### src/rtl/pci_arb_pkg.sv
// Shared constants for the bus arbiter.
// Assumes index 0 is always the host bridge.
package pci_arb_pkg;
    localparam int unsigned NUM_M  = 5;
    localparam int unsigned IDX_W  = $clog2(NUM_M);
    localparam int unsigned HOST   = 0;
endpackage

### src/rtl/arb_prio_list.sv
// Ordered priority list for rotating arbitration.
// Holds a permutation of master indices, where entry 0 has the highest priority.
// On upd_i the entry equal to win_i is taken out and appended at the tail.
// Assumes win_i is always present in the list.
module arb_prio_list #(
    parameter int unsigned N_M   = pci_arb_pkg::NUM_M,
    localparam int unsigned IW   = $clog2(N_M)
) (
    input  logic              clk,
    input  logic              rst_n,
    input  logic              upd_i,
    input  logic [IW-1:0]     win_i,
    output logic [N_M*IW-1:0] order_o
);
    logic [IW-1:0] order_q [N_M];
    logic [IW-1:0] order_d [N_M];
    logic [IW-1:0] pos;
    logic [(1<<IW)-1:0] seen;

    // Locate the position of the winning index in the list.
    always_comb begin
        pos = '0;
        for (int k = 0; k < N_M; k++)
            if (order_q[k] == win_i) pos = IW'(k);
    end

    // Shift entries behind the winner forward and put the winner at the tail.
    always_comb begin
        for (int k = 0; k < N_M; k++) begin
            if (k < int'(pos))      order_d[k] = order_q[k];
            else if (k == N_M - 1)  order_d[k] = win_i;
            else                    order_d[k] = order_q[k+1];
        end
    end

    // List register; reset loads the fixed order.
    always_ff @(posedge clk) begin
        for (int k = 0; k < N_M; k++) begin
            if (!rst_n)     order_q[k] <= IW'(k);
            else if (upd_i) order_q[k] <= order_d[k];
        end
    end

    // Flatten the list for the selector.
    generate
        for (genvar g = 0; g < N_M; g++) begin : g_flat
            assign order_o[g*IW +: IW] = order_q[g];
        end
    endgenerate

    // Presence mask, used only to check that the list stays a permutation.
    always_comb begin
        seen = '0;
        for (int k = 0; k < N_M; k++) seen[order_q[k]] = 1'b1;
    end

    AST_LIST_PERMUTATION: assert property (@(posedge clk) disable iff (!rst_n)
        $countones(seen) == N_M);
    AST_WINNER_AT_TAIL: assert property (@(posedge clk) disable iff (!rst_n)
        upd_i |=> order_q[N_M-1] == $past(win_i));
    AST_LIST_FROZEN: assert property (@(posedge clk) disable iff (!rst_n)
        !upd_i |=> order_q[0] == $past(order_q[0]));
endmodule

### src/rtl/arb_pick.sv
// Combinational winner selection.
// In fixed mode the lowest index that requests wins. In rotating mode the
// earliest list entry that requests wins. any_o is 0 when nothing requests.
module arb_pick #(
    parameter int unsigned N_M   = pci_arb_pkg::NUM_M,
    localparam int unsigned IW   = $clog2(N_M)
) (
    input  logic [N_M-1:0]    req_i,
    input  logic              rr_i,
    input  logic [N_M*IW-1:0] order_i,
    output logic [IW-1:0]     win_o,
    output logic              any_o
);
    logic [IW-1:0] cand [N_M];

    // Choose the candidate sequence the active mode uses.
    generate
        for (genvar g = 0; g < N_M; g++) begin : g_cand
            assign cand[g] = rr_i ? order_i[g*IW +: IW] : IW'(g);
        end
    endgenerate

    // Scan from lowest to highest priority so the highest-priority requester is kept.
    always_comb begin
        win_o = '0;
        for (int k = N_M - 1; k >= 0; k--)
            if (req_i[cand[k]]) win_o = cand[k];
        any_o = |req_i;
    end
endmodule

### src/rtl/arb_grant_reg.sv
// Grant register with hand-over rule and host parking.
// The grant may move only when the bus is idle or the owner has dropped its
// request. With no requests, the grant returns to or stays on the host.
module arb_grant_reg #(
    parameter int unsigned N_M   = pci_arb_pkg::NUM_M,
    localparam int unsigned IW   = $clog2(N_M)
) (
    input  logic           clk,
    input  logic           rst_n,
    input  logic [N_M-1:0] req_i,
    input  logic           bus_idle_i,
    input  logic [IW-1:0]  win_i,
    input  logic           any_i,
    output logic [N_M-1:0] gnt_o,
    output logic           decide_o
);
    localparam logic [N_M-1:0] HOST_GNT = N_M'(1) << pci_arb_pkg::HOST;

    logic [N_M-1:0] gnt_q;
    logic           may_sw;

    // Switching is allowed when the bus is idle or the owner has released.
    always_comb begin
        may_sw   = bus_idle_i || !(|(req_i & gnt_q));
        decide_o = may_sw && any_i;
    end

    // Grant register: hand over to the winner, park on the host, or hold.
    always_ff @(posedge clk) begin
        if (!rst_n)        gnt_q <= HOST_GNT;
        else if (decide_o) gnt_q <= N_M'(1) << win_i;
        else if (may_sw)   gnt_q <= HOST_GNT;
    end

    assign gnt_o = gnt_q;
endmodule

### src/rtl/pci_bus_arbiter.sv
// Top level of the two-mode bus arbiter (host bridge plus four devices).
// Connects the priority list, the winner selector and the grant register.
// The list rotates only on decisions taken in rotating mode.
module pci_bus_arbiter #(
    parameter int unsigned N_M   = pci_arb_pkg::NUM_M,
    localparam int unsigned IW   = $clog2(N_M)
) (
    input  logic           clk,
    input  logic           rst_n,
    input  logic [N_M-1:0] req_i,
    input  logic           mode_rr_i,
    input  logic           bus_idle_i,
    output logic [N_M-1:0] gnt_o
);
    logic [N_M*IW-1:0] order;
    logic [IW-1:0]     win;
    logic              any_req;
    logic              decide;
    logic              may_move;

    arb_prio_list #(.N_M(N_M)) u_list (
        .clk(clk), .rst_n(rst_n), .upd_i(decide && mode_rr_i),
        .win_i(win), .order_o(order));

    arb_pick #(.N_M(N_M)) u_pick (
        .req_i(req_i), .rr_i(mode_rr_i), .order_i(order),
        .win_o(win), .any_o(any_req));

    arb_grant_reg #(.N_M(N_M)) u_gnt (
        .clk(clk), .rst_n(rst_n), .req_i(req_i), .bus_idle_i(bus_idle_i),
        .win_i(win), .any_i(any_req), .gnt_o(gnt_o), .decide_o(decide));

    // Port-level view of the hand-over condition, used by the checks below.
    assign may_move = bus_idle_i || !(|(req_i & gnt_o));

    AST_ONE_GRANT: assert property (@(posedge clk) disable iff (!rst_n)
        $countones(gnt_o) == 1);
    AST_OWNER_HOLDS: assert property (@(posedge clk) disable iff (!rst_n)
        !may_move |=> $stable(gnt_o));
    AST_PARK_HOST: assert property (@(posedge clk) disable iff (!rst_n)
        (may_move && req_i == '0) |=> gnt_o == N_M'(1));
    AST_HOST_FIRST: assert property (@(posedge clk) disable iff (!rst_n)
        (may_move && !mode_rr_i && req_i[0]) |=> gnt_o[0]);
    AST_FIXED_LOWEST: assert property (@(posedge clk) disable iff (!rst_n)
        (may_move && !mode_rr_i && |req_i)
        |=> gnt_o == $past(req_i & (~req_i + N_M'(1))));
endmodule

### config.mk
export PLATFORM = sky130hd
export DESIGN_NAME = pci_bus_arbiter
export DESIGN_NICKNAME = d
export VERILOG_FILES = /design/src/rtl/pci_arb_pkg.sv /design/src/rtl/arb_prio_list.sv /design/src/rtl/arb_pick.sv /design/src/rtl/arb_grant_reg.sv /design/src/rtl/pci_bus_arbiter.sv
export SDC_FILE = /design/constraint.sdc
export NUM_CORES = 1
export LEC_CHECK = 0
export ABC_AREA = 1
export BUFFER_PORTS_ARGS = -buffer_cell sky130_fd_sc_hd__buf_2
export CAP_MARGIN = 20
export CORE_MARGIN = 2
export CORE_UTILIZATION = 60
export DETAILED_ROUTE_END_ITERATION = 8
export HOLD_SLACK_MARGIN = 0.12
export PLACE_DENSITY = 0.82
export REMOVE_ABC_BUFFERS = 1
export SYNTH_ARGS = -nofsm -noshare
export SYNTH_HDL_FRONTEND = slang
export SYNTH_SLANG_ARGS = --single-unit
### constraint.sdc
create_clock -name clk -period 6.4 [get_ports clk]
set_input_delay 0.64 -clock clk [delete_from_list [all_inputs] [get_ports clk]]
set_output_delay 0.64 -clock clk [all_outputs]
set_load 0.02 [all_outputs]
==> results.py, run 1 <==
metrics = {
    "clock_network": {
        "clock-sinks": 20,
        "cts_max_level": 1,
        "post_cts_buffers": 0,
        "cts_tree": "yes",
        "cts_max_path_buffers": 2,
        "clock_latency_ps": 310,
        "cts_inserted_buffers": 3,
        "cts_resized": 0,
        "cts-root-buf": "clkbuf_4",
        "clk_pin_slew_worst_paths_ps": 120,
        "cts_hold_buf": 0,
    },
    "floorplanning": {
        "pin_count": 14,
        "die_h_microns": 54.6,
        "rows": 18,
        "fp.dieW_microns": 54.6,
        "start_util_pct": 62.5,
        "core_area_sq_um": 2450,
        "die_area_sq_um": 2980,
    },
    "timing": {
        "max-slew-margin-rel_pct": 68.7,
        "rsz0062_at_grt": "false",
        "max_freq_ghz": 0.366,
        "hold_ws_ps": 492,
        "setup_slack_ps": 3670,
        "hold_violations": 0,
        "setup_tns_ps": 0,
        "fin_crit_sh_pct": 42.7,
        "fin_crit_ps": 2730,
        "setup_viol": 0,
        "max_slew.worst_pin.slew_ps": 467,
        "slew_viol_final": 0,
        "finClkSkew_ps": 9.92,
    },
    "synthesis": {
        "ys.flop_type": "edfxtp_1",
        "avgSynthCellArea_sq_um": 6.59,
        "yosysWarnings": 0,
        "synthCells": 233,
        "synth.area.top_cells": "edfxtp_1 29%, nand2_1 18%, nand3_1 9.5%, nor2_1 7.8%, inv_1 6.8%",
        "yosysTopAreaCell": "edfxtp_1",
        "yosysSeqAreaShare_pct": 35.9,
        "synth_top_area_share_pct": 29.3,
        "syn_area_sq_um": 1540,
        "async_reset_ff_share_pct": 0,
        "synth-edff-count": 15,
        "yosys.cell_count.top_type": "nand2_1",
        "synthDistinctLibCells": 27,
        "synth-seq-cells": 20,
        "ys_top_cells_by_count": "73 x nand2_1, 32 x nor2_1, 29 x nand3_1, 28 x inv_1, 15 x edfxtp_1",
    },
    "drt": {
        "wl_mm": 3.94,
        "drtAntennaViolNets": 0,
        "drc_errors": 0,
        "first_pass_iters": 5,
        "vias": 1564,
        "wl_per_cell_microns": 14.2,
        "vias_per_cell": 5.63,
        "drt_iter0_markers": 111,
    },
    "power_and_ir_drop": {
        "pwr-share-seq_pct": 34.7,
        "p_switching_uw": 317,
        "power_switching_share_pct": 48.3,
        "power_density_nw_per_um2": 397,
        "peakVddDrop_mv": 0.301,
        "p_leak_uw": 0.000816,
        "clock_power_share_pct": 11.3,
        "p_int_uw": 340,
        "combPwrFrac_pct": 54.0,
    },
    "placed_design": {
        "placed_cell_area_sq_um": 1620,
        "pre_cts_ws_ps": 3370,
        "place_hpwl_mm": 3.12,
        "io_buffers": 13,
        "gp_congestion": 0.958,
    },
    "critical_path": {
        "slowest_stage": "buf_2",
        "cp.arrival_ps": 2740,
        "worstSetupPathType": "input pin to flop",
        "worst_setup_path_start_kind": "input pin",
        "cp.required_ps": 6400,
        "critical_path.max_fanout": 23,
        "cp_common_cell": "nand2_1",
        "end_kind": "flop",
        "ff2ff_setup_slack_ps": 3960,
        "critPathMaxStageDelay_ps": 350,
        "path_cells": "buf_2, inv_1, nor2_1, nand3_1, nand2_1, nand2_1, nand2_1, nor2_1, nand2_1, nand2_1, a21boi_2, nand2_1, nand4_1, nor2_1, nor3_2",
    },
    "finish": {
        "diodes": 0,
        "syn_to_final_growth_pct": 7.82,
        "fin_nets": 258,
        "final_area_sq_um": 1660,
        "drive_gt1_share_pct": 15.3,
    },
    "global_route": {
        "first_global_vias": 1358,
        "track_usage_pct": 30.0,
        "grt_max_degree": 24,
        "grt_pass1_wl_mm": 6.25,
        "antenna_found_initial": 0,
        "gr-total-overflow": 0,
    },
    "status": {
        "status": "complete, no violations",
    },
    "hold_path": {
        "hold_class": "flop to flop",
    },
    "flow_run": {
        "max-cap-violations": 0,
    },
}
[critical path, delay by kind of cell]
family,cells,cell delay [ps]
AO/OA/AOI/OAI,1,320
buffers and inverters,2,450
AND/OR/NAND/NOR,12,1340
[state kept, by name (all words and copies together) (netlist names)]
| name | flops |
|---|---|
| u_list.order_q | 15 |
| u_gnt.gnt_o | 5 |
[metal layers]
metal	routed length, microns	track usage, %	part of all wire (%)
met5	0	0	0
met4	89	10.0	2.3
met3	310	5.74	7.9
met2	1740	44.6	44
met1	1800	43.4	46
[kinds of logic after synthesis]
kind of cell              after synthesis  synth area share [%]
and+or+nand+nor                       155                  45.0
AOI/OAI and AO/OA                      24                  9.78
DFF                                    20                  35.9
buffers and inverters                  33                  8.80
xor gates and xnor gates                1                 0.571
[power by group through the flow]
stage	clock (uW)	combinational (uW)	sequential, uW
6_report	74.0	355	228
5_1_grt	78.3	396	233
4_1_cts	73.4	349	227
3_5_place_dp	0	348	230
3_3_place_gp	0	344	231
2_1_floorplan	0	255	234
[final timing paths]
check / from / end / depth (start not counted)
setup / recovery: mode_rr_i / u_list.order_q[0][0]$_SDFFCE_PN0P_ / 15
hold / removal: u_gnt.gnt_o[1]$_SDFFE_PN0P_ / u_gnt.gnt_o[1]$_SDFFE_PN0P_ / 2
setup reg to reg: u_list.order_q[2][0]$_SDFFCE_PN0P_ / u_list.order_q[0][0]$_SDFFCE_PN0P_ / 13
hold reg to reg: u_gnt.gnt_o[1]$_SDFFE_PN0P_ / u_gnt.gnt_o[1]$_SDFFE_PN0P_ / 2
[layout by cell type (no fill, tap or decap)]
cell and n:
dfxtp_1 5, xor2_1 1, and2_1 1, a21boi_2 2, nor3_2 1, clkbuf_4 3
a22o_1 1, clkinv_1 1, o211ai_1 1, inv_2 2, a21oi_2 2, edfxtp_1 15
a31oi_1 1, o21bai_1 1, nand2_4 2, clkbuf_8 1, nand4_1 4, nand2_2 10
o21ai_0 2, nand2_1 73, nand3_2 2, nor2_1 32, a21oi_1 10, o21ai_1 4
nor3_1 1, nand3_1 29, inv_1 28, buf_2 13
[cell type report]
type | instances | area, sq um
Clock buffer | 4 | 36.3
Multi-Input combinational cell | 180 | 850
Inverter | 31 | 116
Fill cell | 228 | 800
Timing Repair Buffer | 13 | 65.1
Sequential cell | 20 | 551
Tap cell | 30 | 37.5
[stage by stage]
stage | utilization [%] | power (uW) | cells
global route | 67.4 | 707 | 278
CTS | 67.4 | 649 | 278
finish | 67.4 | 657 | 278
floorplan | - | 489 | 231
global placement | 66.0 | 575 | 274
detailed placement | 66.0 | 578 | 274
(Power assumes the default switching activity.)
==> run 2, diff against run 1 <==
--- a/config.mk
+++ b/config.mk
@@ -9,10 +9,10 @@
 export BUFFER_PORTS_ARGS = -buffer_cell sky130_fd_sc_hd__buf_2
 export CAP_MARGIN = 20
 export CORE_MARGIN = 2
-export CORE_UTILIZATION = 60
+export CORE_UTILIZATION = 53
 export DETAILED_ROUTE_END_ITERATION = 8
 export HOLD_SLACK_MARGIN = 0.12
-export PLACE_DENSITY = 0.82
+export PLACE_DENSITY = 0.77
 export REMOVE_ABC_BUFFERS = 1
 export SYNTH_ARGS = -nofsm -noshare
 export SYNTH_HDL_FRONTEND = slang
==> constraint.sdc (replaced) <==
create_clock -name clk -period 2.3 [get_ports clk]
set_input_delay 0.23 -clock clk [delete_from_list [all_inputs] [get_ports clk]]
set_output_delay 0.23 -clock clk [all_outputs]
set_load 0.02 [all_outputs]
==> run 2 against run 1 <==
  * The run now ends with setup timing left
  * Power rose to 3.5 times the previous value
  * Count of clock-buffer cells in the layout unchanged
  * Flip-flop and latch count unchanged
  * Worst setup slack worse by 3800 ps
  * Clock power up 140%
  * Final cell count up 15%
  * Routed wire length up 23%
  * Sequential share of layout area down 6.6 points
  * Sequential power rose to 2.8 times the previous value
  * Design area up 25%
  * Register-to-register slack worse by 4100 ps
  * Critical endpoint is now u_list.order_q[0][1]$_SDFFCE_PN0P_
==> results.py, run 2 (synthesis gave the netlist of run 1 again) <==
metrics = {
    "critical_path": {
        "critical_path.max_fanout": 4,
        "path_cells": "inv_2, nand2_4, inv_2, nand4_1, nand2_1, nand2_1, nand2_1, nand2_1, nand2_1, nand2_2, nand2_2, nand3_1, nand2_1, nor2_1, nand2_1, nand3_4, nor3_4",
        "critPathMaxStageDelay_ps": 440,
        "worstSetupStartpoint": "u_list.order_q[3][0]$_SDFFCE_PN1P_",
        "worst_setup_path_start_kind": "flop",
        "cp.arrival_ps": 2410,
        "cp_common_cell": "nand2_1",
        "cp.required_ps": 2310,
        "worstSetupPathType": "flop to flop",
        "end_kind": "flop",
        "slowest_stage": "edfxtp_1",
        "r2r_start": "u_list.order_q[3][0]$_SDFFCE_PN1P_",
    },
    "finish": {
        "final_cell_mix": "61 x nand2_1, 40 x buf_4, 29 x nor2_1",
        "top_register": "u_list.order_q",
        "syn_to_final_growth_pct": 34.5,
        "layout_commonest_cell": "nand2_1",
        "diodes": 0,
        "multi_input_area_sq_um": 965,
        "drive_gt1_share_pct": 36.5,
        "nFillCells": 223,
        "seq_area_sq_um": 551,
        "fin_nets": 298,
        "largest_reg_flops": 15,
    },
    "global_route": {
        "grt_pass1_wl_mm": 7.12,
        "grt_max_degree": 18,
        "gr-total-overflow": 0,
        "first_global_vias": 1515,
        "track_usage_pct": 28.5,
        "antenna_found_initial": 0,
    },
    "clock_network": {
        "clock_latency_ps": 310,
        "cts_max_path_buffers": 2,
        "cts-root-buf": "clkbuf_4",
        "cts_max_level": 1,
        "cts_hold_buf": 0,
        "cts_inserted_buffers": 3,
        "clock-sinks": 20,
        "cts_tree": "yes",
        "clk_pin_slew_worst_paths_ps": 120,
    },
    "timing": {
        "max_slew.worst_pin.slew_ps": 341,
        "finClkSkew_ps": 8.72,
        "fin_crit_ps": 2400,
        "setup_viol": 3,
        "hold_ws_ps": 186,
        "hold_violations": 0,
        "slew_viol_final": 0,
        "rsz0062_at_grt": "true",
        "max-slew-margin-rel_pct": 77.3,
        "max_freq_ghz": 0.417,
        "setup_tns_ps": -284,
        "fin_crit_sh_pct": 104,
        "setup_slack_ps": -98.6,
    },
    "floorplanning": {
        "die_area_sq_um": 3340,
        "core_area_sq_um": 2760,
        "rows": 19,
        "fp.dieW_microns": 57.8,
        "start_util_pct": 55.7,
        "die_h_microns": 57.8,
        "pin_count": 14,
    },
    "drt": {
        "vias": 1779,
        "wl_mm": 4.84,
        "drtAntennaViolNets": 0,
        "first_pass_iters": 4,
        "drc_errors": 0,
        "wl_per_cell_microns": 15.2,
        "drt_iter0_markers": 119,
        "vias_per_cell": 5.58,
    },
    "placed_design": {
        "place_hpwl_mm": 3.48,
        "pre_cts_ws_ps": -184,
        "gp_congestion": 0.986,
        "io_buffers": 13,
    },
    "power_and_ir_drop": {
        "power_density_nw_per_um2": 1110,
        "peakVddDrop_mv": 0.987,
        "p_leak_uw": 0.00104,
    },
    "hold_path": {
        "hold_class": "input pin to flop",
        "hold_start": "rst_n",
    },
    "status": {
        "status": "complete, but fails checks",
        "violations": "setup timing",
    },
    "flow_run": {
        "max-cap-violations": 0,
    },
}
-- run 2: cell types whose count changed in the layout (fill, tap and decap cells not counted), moves of 4 or more --
cell     before  now
buf_4         0   40
nand2_1      73   61
nand2_2      10   18
inv_1        28   23
inv_2         2    7
nand2_4       2    6
-- run 2: routing by layer --
metal | share of wire, % | wire length [microns] | track usage, %
met2 | 47 | 2260 | 46.8
met3 | 7.6 | 369 | 3.57
met4 | 5.0 | 240 | 12.3
met1 | 41 | 1970 | 37.9
met5 | 0 | 0 | 0
-- run 2: area by class of cell --
cell class | count | area share, %
multi-input combinational | 180 | 46.7
inverter | 31 | 5.76
tap | 31 | 1.88
clock buffer | 4 | 1.27
timing repair buffer | 53 | 17.7
sequential | 20 | 26.7
-- run 2: power breakdown --
part	switching [uW]	internal, uW
logic	874	604
registers	99.8	542
clock network	113	67.8
total	1090	1210
-- run 2: repair_timing --
| action | 4_1_cts | 5_1_grt |
|---|---|---|
| gates resized for setup | 15 | 22 |
| pin swaps | 5 | 9 |
| setup endpoints to repair | 6 | 12 |
| buffers inserted | 6 | 11 |
-- run 2: final timing paths --
path,depth (start not counted),to,slack [ps]
worst max-delay path,17,u_list.order_q[0][1]$_SDFFCE_PN0P_,-100
worst min-delay path,2,u_gnt.gnt_o[0]$_SDFFE_PN1P_,190
worst max register to register,17,u_list.order_q[0][1]$_SDFFCE_PN0P_,-100
worst min register to register,2,u_gnt.gnt_o[1]$_SDFFE_PN0P_,490
-- run 2: through the flow --
| stage | total power, uW | util (%) | cell area, sq um | std cells |
|---|---|---|---|---|
| finish | 2300 | 74.9 | 2060 | 319 |
| global route | 2430 | 74.9 | 2060 | 319 |
| CTS | 2050 | 69.1 | 1910 | 308 |
| detailed placement | 1780 | 65.0 | 1790 | 298 |
| global placement | 1760 | 65.0 | 1790 | 298 |
| floorplan | 1360 | - | 1520 | 231 |
-- run 2: worst max-delay path, delay by kind of cell, from the launching register on --
family	cells	cell delay, ps
and+or+nand+nor	15	1420
DFF	1	440
buffers and inverters	2	200
==> run 3, diff against run 2 <==
--- a/config.mk
+++ b/config.mk
@@ -13,6 +13,7 @@
 export DETAILED_ROUTE_END_ITERATION = 8
 export HOLD_SLACK_MARGIN = 0.12
 export PLACE_DENSITY = 0.77
+export RECOVER_POWER = 25
 export REMOVE_ABC_BUFFERS = 1
 export SYNTH_ARGS = -nofsm -noshare
 export SYNTH_HDL_FRONTEND = slang
==> run 3 against run 2 <==
  * The run still ends with setup timing left
  * Non-clock buffer count is the same
  * Combinational power is essentially flat
  * Clock power is essentially flat
  * Worst hold slack lost 4.8 ps
  * Sequential power is essentially flat
  * Global-route usage is the same
  * Clock skew grew 4.5 ps
  * Power shrank 0.50%
  * Worst setup slack lost 2.9 ps
==> results.py, run 3 (synthesis gave the netlist of run 1 again) <==
metrics = {
    "status": {
        "status": "complete, but fails checks",
        "violations": "setup timing",
    },
    "floorplanning": {
        "start_util_pct": 55.7,
        "die_area_sq_um": 3340,
        "rows": 19,
        "die_h_microns": 57.8,
        "pin_count": 14,
        "core_area_sq_um": 2760,
        "fp.dieW_microns": 57.8,
    },
    "power_and_ir_drop": {
        "clock_power_share_pct": 8.0,
        "p_leak_uw": 0.00101,
        "p_int_uw": 1200,
        "peakVddDrop_mv": 0.978,
        "pwr-share-seq_pct": 27.9,
        "power.total_uw": 2290,
        "power_switching_share_pct": 47.4,
        "power_density_nw_per_um2": 1110,
        "p_switching_uw": 1090,
        "combPwrFrac_pct": 64.0,
    },
    "finish": {
        "largest_reg_flops": 15,
        "seq_area_sq_um": 551,
        "nFillCells": 228,
        "multi_input_area_sq_um": 965,
        "layout_commonest_cell": "nand2_1",
        "diodes": 0,
        "drive_gt1_share_pct": 34.4,
        "fin_nets": 298,
        "top_register": "u_list.order_q",
        "final_cell_mix": "61 x nand2_1, 39 x buf_4, 29 x nor2_1",
        "syn_to_final_growth_pct": 33.8,
    },
    "drt": {
        "first_pass_iters": 5,
        "wl_mm": 4.82,
        "vias_per_cell": 5.52,
        "vias": 1762,
        "drc_errors": 0,
        "drtAntennaViolNets": 0,
        "wl_per_cell_microns": 15.1,
        "drt_iter0_markers": 112,
    },
    "global_route": {
        "track_usage_pct": 28.5,
        "grt_max_degree": 18,
        "grt_pass1_wl_mm": 7.12,
        "gr-total-overflow": 0,
        "antenna_found_initial": 0,
        "first_global_vias": 1515,
    },
    "timing": {
        "rsz0062_at_grt": "true",
        "setup_viol": 3,
        "max_freq_ghz": 0.416,
        "max-slew-margin-rel_pct": 77.4,
        "slew_viol_final": 0,
        "fin_crit_ps": 2400,
        "max_slew.worst_pin.slew_ps": 340,
        "setup_slack_ps": -102,
        "fin_crit_sh_pct": 104,
        "hold_violations": 0,
        "finClkSkew_ps": 13.2,
    },
    "placed_design": {
        "gp_congestion": 0.986,
        "place_hpwl_mm": 3.48,
        "pre_cts_ws_ps": -184,
        "io_buffers": 13,
    },
    "clock_network": {
        "clock_latency_ps": 320,
        "cts_hold_buf": 0,
        "cts_tree": "yes",
        "cts-root-buf": "clkbuf_4",
        "clock-sinks": 20,
        "cts_max_path_buffers": 2,
        "clk_pin_slew_worst_paths_ps": 120,
        "cts_inserted_buffers": 3,
        "cts_max_level": 1,
    },
    "critical_path": {
        "cp.required_ps": 2310,
        "end_kind": "flop",
        "worstSetupPathType": "flop to flop",
        "worst_setup_path_start_kind": "flop",
        "critical_path.max_fanout": 5,
        "cp.arrival_ps": 2410,
        "reg2reg_depth": 15,
    },
    "flow_run": {
        "max-cap-violations": 0,
    },
    "hold_path": {
        "whs_path_depth": 2,
        "hold_class": "input pin to flop",
    },
}
-- run 3: path summary, 6_finish.rpt --
kind / from / to / slack, ps
worst max-delay path: u_list.order_q[3][0]$_SDFFCE_PN1P_ / u_list.order_q[0][1]$_SDFFCE_PN0P_ / -100
worst min-delay path: rst_n / u_gnt.gnt_o[0]$_SDFFE_PN1P_ / 180
worst max register to register: u_list.order_q[3][0]$_SDFFCE_PN1P_ / u_list.order_q[0][1]$_SDFFCE_PN0P_ / -100
worst min register to register: u_gnt.gnt_o[1]$_SDFFE_PN0P_ / u_gnt.gnt_o[1]$_SDFFE_PN0P_ / 490
-- run 3: power by group through the flow --
stage	clock [uW]	combinational [uW]	sequential [uW]
floorplan	0	708	652
global placement	0	1110	650
detailed placement	0	1130	649
CTS	181	1240	633
global route	200	1580	647
finish	184	1470	639
-- run 3: worst max-delay path, cell delays in order, from the launching register on --
cell	delay, ps
edfxtp_1	440
inv_2	130
nand2_4	80
inv_2	70
nand4_1	100
nand2_1	90
nand2_1	70
nand2_1	60
nand2_1	70
nand2_1	70
nand2_2	80
a21boi_4	240
nand2_1	100
nand3_2	110
nand3_4	90
nor3_4	270
-- run 3: through the flow --
step	TNS (ps)	hold WS (ps)	instance area [sq um]	std cells	util (%)
finish	-287	181	2050	319	74.5
global route	-2080	179	2050	319	74.5
CTS	0	164	1910	308	69.1
detailed placement	-1000	475	1790	298	65.0
global placement	-676	475	1790	298	65.0
floorplan	0	306	1520	231	-
-- run 3: routing by layer --
layer,share of wire (%),GRT usage (%)
met1,42,37.9
met2,46,46.8
met3,6.9,3.57
met4,4.7,12.3
met5,0,0
-- run 3: what timing repair did --
item	CTS	global route
pin swaps	5	9
endpoints found under the setup margin	6	12
cloned	0	0
buffers inserted	6	11
gates resized for setup	15	22
-- run 3: final cells by class --
cell class	count	area share [%]
Tap cell	31	1.89
Multi-Input combinational cell	180	47.0
Sequential cell	20	26.8
Timing Repair Buffer	53	17.3
Clock buffer	4	1.28
Inverter	31	5.79
